$ cat src/rtl/vqw_pkg.sv
package vqw_pkg;

  localparam int unsigned OFF_W   = 8;
  localparam int unsigned DATA_W  = 32;
  localparam int unsigned ISR_W   = 8;
  localparam int unsigned DRV_OK_BIT = 2;

  localparam logic [OFF_W-1:0] OFF_HOST_FEAT  = 8'h00;
  localparam logic [OFF_W-1:0] OFF_GUEST_FEAT = 8'h04;
  localparam logic [OFF_W-1:0] OFF_PFN        = 8'h08;
  localparam logic [OFF_W-1:0] OFF_QSIZE      = 8'h0C;
  localparam logic [OFF_W-1:0] OFF_QSEL       = 8'h0E;
  localparam logic [OFF_W-1:0] OFF_NOTIFY     = 8'h10;
  localparam logic [OFF_W-1:0] OFF_STATUS     = 8'h12;
  localparam logic [OFF_W-1:0] OFF_ISR        = 8'h13;
  localparam logic [OFF_W-1:0] OFF_CFG        = 8'h14;

  typedef enum logic [3:0] {
    RS_NONE, RS_HOSTF, RS_GUESTF, RS_PFN, RS_QSIZE,
    RS_QSEL, RS_NOTIFY, RS_STATUS, RS_ISR, RS_CFG
  } reg_sel_e;

  function automatic reg_sel_e decode_reg(input logic [OFF_W-1:0] off,
                                          input logic [2:0] sz);
    reg_sel_e r;
    r = RS_NONE;
    if (off >= OFF_CFG) begin
      r = RS_CFG;
    end else begin
      case (off)
        OFF_HOST_FEAT:  if (sz == 3'd4) r = RS_HOSTF;
        OFF_GUEST_FEAT: if (sz == 3'd4) r = RS_GUESTF;
        OFF_PFN:        if (sz == 3'd4) r = RS_PFN;
        OFF_QSIZE:      if (sz == 3'd2) r = RS_QSIZE;
        OFF_QSEL:       if (sz == 3'd2) r = RS_QSEL;
        OFF_NOTIFY:     if (sz == 3'd2) r = RS_NOTIFY;
        OFF_STATUS:     if (sz == 3'd1) r = RS_STATUS;
        OFF_ISR:        if (sz == 3'd1) r = RS_ISR;
        default:        r = RS_NONE;
      endcase
    end
    return r;
  endfunction

endpackage

$ cat src/rtl/vqw_feat_neg.sv
module vqw_feat_neg #(
  parameter logic [31:0] HOST_FEAT = 32'h0000_0021,
  parameter logic [31:0] MIN_FEAT  = 32'h0000_0001,
  parameter int unsigned NOE_BIT   = 24,
  parameter int unsigned BAD_BIT   = 30
) (
  input  logic [31:0] req,
  output logic [31:0] granted,
  output logic [31:0] host_adv
);
  localparam logic [31:0] OFFERED = HOST_FEAT | (32'd1 << NOE_BIT);

  assign host_adv = OFFERED | (32'd1 << BAD_BIT);

  always_comb begin
    if (req[BAD_BIT])
      granted = MIN_FEAT;
    else if ((req & ~OFFERED) != '0)
      granted = OFFERED;
    else
      granted = req;
  end
endmodule

$ cat src/rtl/vqw_ring_slot.sv
module vqw_ring_slot #(
  parameter int unsigned Q_DEPTH    = 256,
  parameter int unsigned PAGE_SHIFT = 12,
  parameter int unsigned PFN_W      = 32,
  localparam int unsigned ADDR_W    = PFN_W + PAGE_SHIFT
) (
  input  logic              clk,
  input  logic              rst_n,
  input  logic              clr,
  input  logic              load,
  input  logic [PFN_W-1:0]  pfn_in,
  output logic [PFN_W-1:0]  pfn_o,
  output logic              live_o,
  output logic [ADDR_W-1:0] desc_o,
  output logic [ADDR_W-1:0] avail_o,
  output logic [ADDR_W-1:0] used_o
);
  localparam logic [ADDR_W-1:0] DESC_BYTES  = ADDR_W'(16 * Q_DEPTH);
  localparam logic [ADDR_W-1:0] AVAIL_BYTES = ADDR_W'(4 + 2 * Q_DEPTH);
  localparam logic [ADDR_W-1:0] PAGE_MASK   = ADDR_W'((64'd1 << PAGE_SHIFT) - 64'd1);

  logic [PFN_W-1:0]  pfn_q;
  logic [ADDR_W-1:0] avail_end;

  always_ff @(posedge clk or negedge rst_n) begin
    if (!rst_n)    pfn_q <= '0;
    else if (clr)  pfn_q <= '0;
    else if (load) pfn_q <= pfn_in;
  end

  assign live_o    = (pfn_q != '0);
  assign pfn_o     = pfn_q;
  assign desc_o    = live_o ? {pfn_q, {PAGE_SHIFT{1'b0}}} : '0;
  assign avail_o   = live_o ? desc_o + DESC_BYTES : '0;
  assign avail_end = avail_o + AVAIL_BYTES + PAGE_MASK;
  assign used_o    = live_o ? (avail_end & ~PAGE_MASK) : '0;
endmodule

$ cat src/rtl/vqw_isr.sv
module vqw_isr #(
  parameter int unsigned ISR_W = 8
) (
  input  logic             clk,
  input  logic             rst_n,
  input  logic [ISR_W-1:0] cause,
  input  logic             rd_clr,
  input  logic             soft_clr,
  output logic [ISR_W-1:0] isr_o,
  output logic             irq_o
);
  logic [ISR_W-1:0] isr_q;
  logic             irq_q;
  logic             wipe;

  assign wipe = rd_clr | soft_clr;

  always_ff @(posedge clk or negedge rst_n) begin
    if (!rst_n) begin
      isr_q <= '0;
      irq_q <= 1'b0;
    end else begin
      isr_q <= (wipe ? '0 : isr_q) | cause;
      if (cause != '0)  irq_q <= 1'b1;
      else if (wipe)    irq_q <= 1'b0;
    end
  end

  assign isr_o = isr_q;
  assign irq_o = irq_q;
endmodule

$ cat src/rtl/vq_reg_window.sv
module vq_reg_window
  import vqw_pkg::*;
#(
  parameter int unsigned NUM_Q      = 3,
  parameter int unsigned Q_DEPTH    = 256,
  parameter int unsigned PAGE_SHIFT = 12,
  parameter logic [31:0] HOST_FEAT  = 32'h0000_0021,
  parameter logic [31:0] MIN_FEAT   = 32'h0000_0001,
  parameter int unsigned NOE_BIT    = 24,
  parameter int unsigned BAD_BIT    = 30,
  localparam int unsigned ADDR_W    = DATA_W + PAGE_SHIFT
) (
  input  logic                    clk,
  input  logic                    rst_n,
  input  logic                    bus_rd,
  input  logic                    bus_wr,
  input  logic [OFF_W-1:0]        bus_off,
  input  logic [2:0]              bus_size,
  input  logic [DATA_W-1:0]       bus_wdata,
  output logic [DATA_W-1:0]       rd_data,
  output logic                    rd_valid,
  input  logic [ISR_W-1:0]        irq_cause,
  output logic                    irq,
  output logic [NUM_Q-1:0]        notify,
  output logic                    dev_reset,
  output logic                    drv_ready,
  output logic [NUM_Q*ADDR_W-1:0] desc_base,
  output logic [NUM_Q*ADDR_W-1:0] avail_base,
  output logic [NUM_Q*ADDR_W-1:0] used_base
);
  localparam int unsigned SEL_W = (NUM_Q > 1) ? $clog2(NUM_Q) : 1;

  reg_sel_e           rsel, wsel;
  logic [DATA_W-1:0]  guest_q, granted, host_adv;
  logic [SEL_W-1:0]   sel_q;
  logic [7:0]         status_q;
  logic [ISR_W-1:0]   isr;
  logic [DATA_W-1:0]  slot_pfn [NUM_Q];
  logic [NUM_Q-1:0]   slot_live, pfn_load, nfy_next;
  logic               soft_rst, rdy_next, qsel_ok, isr_rd;
  logic [DATA_W-1:0]  rd_next;
  logic [DATA_W-1:0]  rd_data_q;
  logic               rd_valid_q, rst_pulse_q, rdy_q;
  logic [NUM_Q-1:0]   nfy_q;

  assign rsel = decode_reg(bus_off, bus_size);
  assign wsel = bus_wr ? rsel : RS_NONE;

  assign soft_rst = (wsel == RS_PFN    && bus_wdata == '0) ||
                    (wsel == RS_STATUS && bus_wdata[7:0] == 8'h00);
  assign qsel_ok  = (bus_wdata[15:0] < 16'(NUM_Q));
  assign rdy_next = (wsel == RS_STATUS) && (bus_wdata[7:0] != 8'h00) &&
                    !status_q[DRV_OK_BIT] && bus_wdata[DRV_OK_BIT];
  assign isr_rd   = bus_rd && (rsel == RS_ISR);

  vqw_feat_neg #(
    .HOST_FEAT(HOST_FEAT), .MIN_FEAT(MIN_FEAT),
    .NOE_BIT(NOE_BIT), .BAD_BIT(BAD_BIT)
  ) u_feat (
    .req(bus_wdata), .granted(granted), .host_adv(host_adv)
  );

  vqw_isr #(.ISR_W(ISR_W)) u_isr (
    .clk(clk), .rst_n(rst_n), .cause(irq_cause),
    .rd_clr(isr_rd), .soft_clr(soft_rst), .isr_o(isr), .irq_o(irq)
  );

  always_comb begin
    for (int q = 0; q < NUM_Q; q++) begin
      pfn_load[q] = (wsel == RS_PFN) && (bus_wdata != '0) && (sel_q == SEL_W'(q));
      nfy_next[q] = (wsel == RS_NOTIFY) && (bus_wdata[15:0] == 16'(q)) && slot_live[q];
    end
  end

  for (genvar q = 0; q < NUM_Q; q++) begin : g_slot
    vqw_ring_slot #(
      .Q_DEPTH(Q_DEPTH), .PAGE_SHIFT(PAGE_SHIFT), .PFN_W(DATA_W)
    ) u_slot (
      .clk(clk), .rst_n(rst_n), .clr(soft_rst), .load(pfn_load[q]),
      .pfn_in(bus_wdata), .pfn_o(slot_pfn[q]), .live_o(slot_live[q]),
      .desc_o(desc_base[q*ADDR_W +: ADDR_W]),
      .avail_o(avail_base[q*ADDR_W +: ADDR_W]),
      .used_o(used_base[q*ADDR_W +: ADDR_W])
    );
  end

  always_ff @(posedge clk or negedge rst_n) begin
    if (!rst_n) begin
      guest_q  <= '0;
      sel_q    <= '0;
      status_q <= '0;
    end else if (soft_rst) begin
      guest_q  <= '0;
      sel_q    <= '0;
      status_q <= '0;
    end else begin
      if (wsel == RS_GUESTF)           guest_q  <= granted;
      if (wsel == RS_QSEL && qsel_ok)  sel_q    <= bus_wdata[SEL_W-1:0];
      if (wsel == RS_STATUS)           status_q <= bus_wdata[7:0];
    end
  end

  always_comb begin
    case (rsel)
      RS_HOSTF:  rd_next = host_adv;
      RS_GUESTF: rd_next = guest_q;
      RS_PFN:    rd_next = slot_pfn[sel_q];
      RS_QSIZE:  rd_next = DATA_W'(Q_DEPTH);
      RS_QSEL:   rd_next = DATA_W'(sel_q);
      RS_STATUS: rd_next = DATA_W'(status_q);
      RS_ISR:    rd_next = DATA_W'(isr);
      RS_CFG:    rd_next = '0;
      default:   rd_next = '1;
    endcase
  end

  always_ff @(posedge clk or negedge rst_n) begin
    if (!rst_n) begin
      rd_data_q   <= '0;
      rd_valid_q  <= 1'b0;
      rst_pulse_q <= 1'b0;
      rdy_q       <= 1'b0;
      nfy_q       <= '0;
    end else begin
      rd_valid_q  <= bus_rd;
      if (bus_rd) rd_data_q <= rd_next;
      rst_pulse_q <= soft_rst;
      rdy_q       <= rdy_next;
      nfy_q       <= nfy_next;
    end
  end

  assign rd_data   = rd_data_q;
  assign rd_valid  = rd_valid_q;
  assign dev_reset = rst_pulse_q;
  assign drv_ready = rdy_q;
  assign notify    = nfy_q;
endmodule

$ cat config.mk
export PLATFORM = sky130hd
export DESIGN_NAME = vq_reg_window
export DESIGN_NICKNAME = d
export VERILOG_FILES = /design/src/rtl/vqw_pkg.sv /design/src/rtl/vqw_feat_neg.sv /design/src/rtl/vqw_ring_slot.sv /design/src/rtl/vqw_isr.sv /design/src/rtl/vq_reg_window.sv
export SDC_FILE = /design/constraint.sdc
export NUM_CORES = 1
export LEC_CHECK = 0
export BUFFER_PORTS_ARGS = -buffer_cell sky130_fd_sc_hd__clkbuf_2
export CELL_PAD_IN_SITES_DETAIL_PLACEMENT = 0
export CELL_PAD_IN_SITES_GLOBAL_PLACEMENT = 1
export CORE_UTILIZATION = 25
export CTS_CLUSTER_DIAMETER = 50
export CTS_CLUSTER_SIZE = 28
export DETAILED_ROUTE_END_ITERATION = 10
export GPL_TIMING_DRIVEN = 0
export PLACE_DENSITY = 0.66
export SYNTH_ARGS = -nofsm -noshare
export SYNTH_HDL_FRONTEND = slang
export SYNTH_SLANG_ARGS = --single-unit
$ cat constraint.sdc
create_clock -name clk -period 4.45 [get_ports clk]
set_clock_uncertainty 0.05 [all_clocks]
set_input_delay 0.6675 -clock clk [delete_from_list [all_inputs] [get_ports clk]]
set_output_delay 0.6675 -clock clk [all_outputs]
set_load 0.01 [all_outputs]
==> impl_results.md <==
- HPWL after DPL: 56,010 um
- Min cycle time layout: 4376 ps
- Initial antenna violation count: 2
- Routed len/inst: 22.58 um
- Register area share after synthesis: 0.3166
- Top cell by count, worst path: or4_4
- Most numerous cell in the Yosys netlist: clkbuf_1
- GPL Wtd Cong: 0.8794
- Worst-case clock buffer depth: 2
- Cell Area, Placed: 0.01783 mm2
- Total of max-cap violations: 0
- Clock Root Buffer: clkbuf_16
- CP Launch Type: flip-flop
- Cell Rows: 88
- Cells after synthesis: 1,850
- Endpoint type of the worst setup path: output pin
- Largest net degree at the start of global routing: 95
- Min-Delay Path Class: input port to async pin
- CORE AREA: 0.05759 mm2
- Syn-to-layout area delta: 35.30%
- VDD IR-drop max: 0.2784 mV
- Synth Area per Inst: 7.862 um2
- Final slew viol count: 0
- Final wirelength: 71,850 um
- Crit path DAT: 3660 ps
- CP bufs+invs: 3
- Final net count: 2,460
- Final hold viol count: 0
- Worst-skew pair later-pin latency: 460 ps
- Initial core utilization: 0.2526
- Failing checks: DRC
- Drt pass-1 iters: 8
- Vias: 15,760
- Buffers on Ports: 378
- I/O pins: 490
- Storage element area: 0.004636 mm2
- DRC: 2
- Cell chain of the critical path: buf_6, nand4_4, or4_4, buf_6, or4_4, and2_4, or4_4, nor4_4, mux2_4, buf_2
- Crit path kind: flip-flop to output pin
- Crit path max fanout: 7
- Layout fillers: 6,208
- Leakage: 9.636 nW
- Ys Warns: 0
- Status: complete, but fails checks
- Final core utilization: 0.3418
- Finish-stage setup viols: 0
- Worst setup margin: 74.14 ps
- First-pass GRT wire length: 101,800 um
- Post-DRT Antenna Nets: 0
- Top cell type's share of synthesized area: 0.3166
- Yosys cell types: 75
- Top post-synthesis cells by count: 212 x clkbuf_1, 188 x nor2_1, 184 x dfrtp_1
- First-iteration detailed-routing DRC count: 1,047
- Pwr dens: 184.7 mW/mm2
- TritonCTS Buffers: 17
- Clk sinks: 184
- Top cells by area, synth: dfrtp_1 32%, mux2i_1 8.2%, buf_4 5.7%
- Area of the multi-input gates: 0.008972 mm2
- Slew @ Worst Pin: 1263 ps
- Max incr delay on CP: 630 ps
- Cell family with most CP delay: simple AND/OR/NAND/NOR gates
- Die area: 0.05915 mm2
- Detail-routed via count per cell: 4.954
- Synth Register Bits: 184
- Fin area: 0.01968 mm2
- Slew Limit Headroom: 0.1563
- Primary FF master, synth: dfrtp_1
- Clk slew on worst S/H paths: 80 ps
- Die height: 243.2 um
- Post-synth EDFFs: 0
- Achievable Freq: 228.5 MHz
- Post-Place Setup Slack: -972.3 ps
- Overall global routing resource usage: 0.2336
- Critical path's slowest cell: or4_4
- H-tree depth: 4
- Share of cells above drive strength 1: 0.3188
- Crit share post-route: 0.9833
- Chip width: 243.2 um
- Post-synthesis async set-or-reset flop share: 1.000
- Remaining global-route overflow: 0
- Mapped cell area: 0.01455 mm2
- Vias in the first global route: 15,010
- CTS tree: done
- Critical Path RT: 3730 ps
- Cell accounting for the most synthesized area: dfrtp_1
[layout make-up]
class	instances	area share
Multi-Input combinational cell	1357	0.4559
Sequential cell	184	0.2356
Timing Repair Buffer	454	0.1272
Buffer	328	0.09072
Tap cell	765	0.04864
Clock buffer	20	0.02321
Inverter	60	0.01144
Clock inverter	12	0.007121
Antenna cell	2	0.0002543
[worst paths after layout]
check / startpoint / endpoint / slack, ps / depth (start not counted)
max reg2reg: sel_q[0] / g_slot[1].u_slot.pfn_o[5] / 1350 / 6
min reg2reg: status_q[6] / status_q[6] / 430 / 2
max: g_slot[1].u_slot.pfn_o[11] / used_base[82] / 70 / 10
min in group clk: bus_rd / rd_valid / 280 / 1
min: rst_n / rd_data[14] / 200 / 1
max in group asynchronous: rst_n / g_slot[2].u_slot.pfn_o[20] / 3130 / 2
[placed cells by master (no fill, tap or decap), types with 17 or more instances in the layout]
cell	count
mux2i_1	118
nor3_1	23
inv_1	58
nor4_1	46
xnor2_1	70
nand4_1	46
and2_1	19
buf_4	183
nor2_1	183
clkbuf_1	169
a21oi_1	56
nand2_1	175
a221oi_1	30
o21ai_0	70
clkbuf_2	387
buf_2	18
clkbuf_16	17
dfrtp_1	159
nand3_1	55
conb_1	108
and3_1	41
xor2_1	48
dfrtp_2	25
[metal layers]
layer	wire length, um	part of all wire	GRT usage	vias to the layer above
li1	-	-	-	7253
met4	2717	0.038	0.09674	2
met2	34000	0.47	0.3829	643
met1	30340	0.42	0.2944	7761
met5	13	0.00018	0	-
met3	4779	0.067	0.05153	104
[metrics by stage]
| step | setup TNS, ps | cells | hold WS (ps) | power [mW] |
|---|---|---|---|---|
| 4_1_cts | 0 | 3134 | 253.6 | 3.655 |
| 3_5_place_dp | -42750 | 3101 | 417.0 | 2.063 |
| 3_3_place_gp | -227630 | 3100 | 415.1 | 2.056 |
| 2_1_floorplan | 0 | 1957 | 321.9 | 1.918 |
| 6_report | 0 | 3182 | 203.1 | 3.635 |
| 5_1_grt | -77.16 | 3181 | 258.2 | 3.750 |
[where the power goes]
group | leakage (nW) | switching [mW] | internal [mW]
sequential | 2.38 | 0.0148 | 1.70
clock | 0.284 | 0.737 | 0.866
combinational | 6.98 | 0.198 | 0.123
[worst reg2reg max path, delay by kind of cell, from the launching register on]
family	cells	cell delay, ps
flip-flops	1	580
buffers and inverters	3	1190
AND/OR/NAND/NOR	2	830
AO/OA/AOI/OAI	1	360
[sequential cells by signal, summed over array words and instances (netlist names)]
name                 count
g_slot.u_slot.pfn_o     96
rd_data                 32
guest_q                 31
status_q                 8
u_isr.isr_o              8
notify                   3
sel_q                    2
dev_reset                1
drv_ready                1
rd_valid                 1
u_isr.irq_o              1
[cells by family (layout without fill, tap and decap cells)]
family / count (synthesis) / after routing / synth area share
compound gates: 250 / 250 / 0.1126
xor+xnor: 131 / 131 / 0.07888
fa+ha+maj: 6 / 6 / 0.004646
buf+inv: 416 / 874 / 0.1400
flops: 184 / 184 / 0.3166
mux: 124 / 124 / 0.08576
other cells: 1 / 110 / 0.0002578
simple gates: 738 / 738 / 0.2613
[repair_timing]
item / 4_1_cts / 5_1_grt
pin swaps: 13 / 24
resized for setup: 97 / 95
buffers inserted: 25 / 50
hold buffers: 0 / 0
endpoints found under the setup margin: 81 / 43
Note: power is estimated with default switching activity, not from simulation.
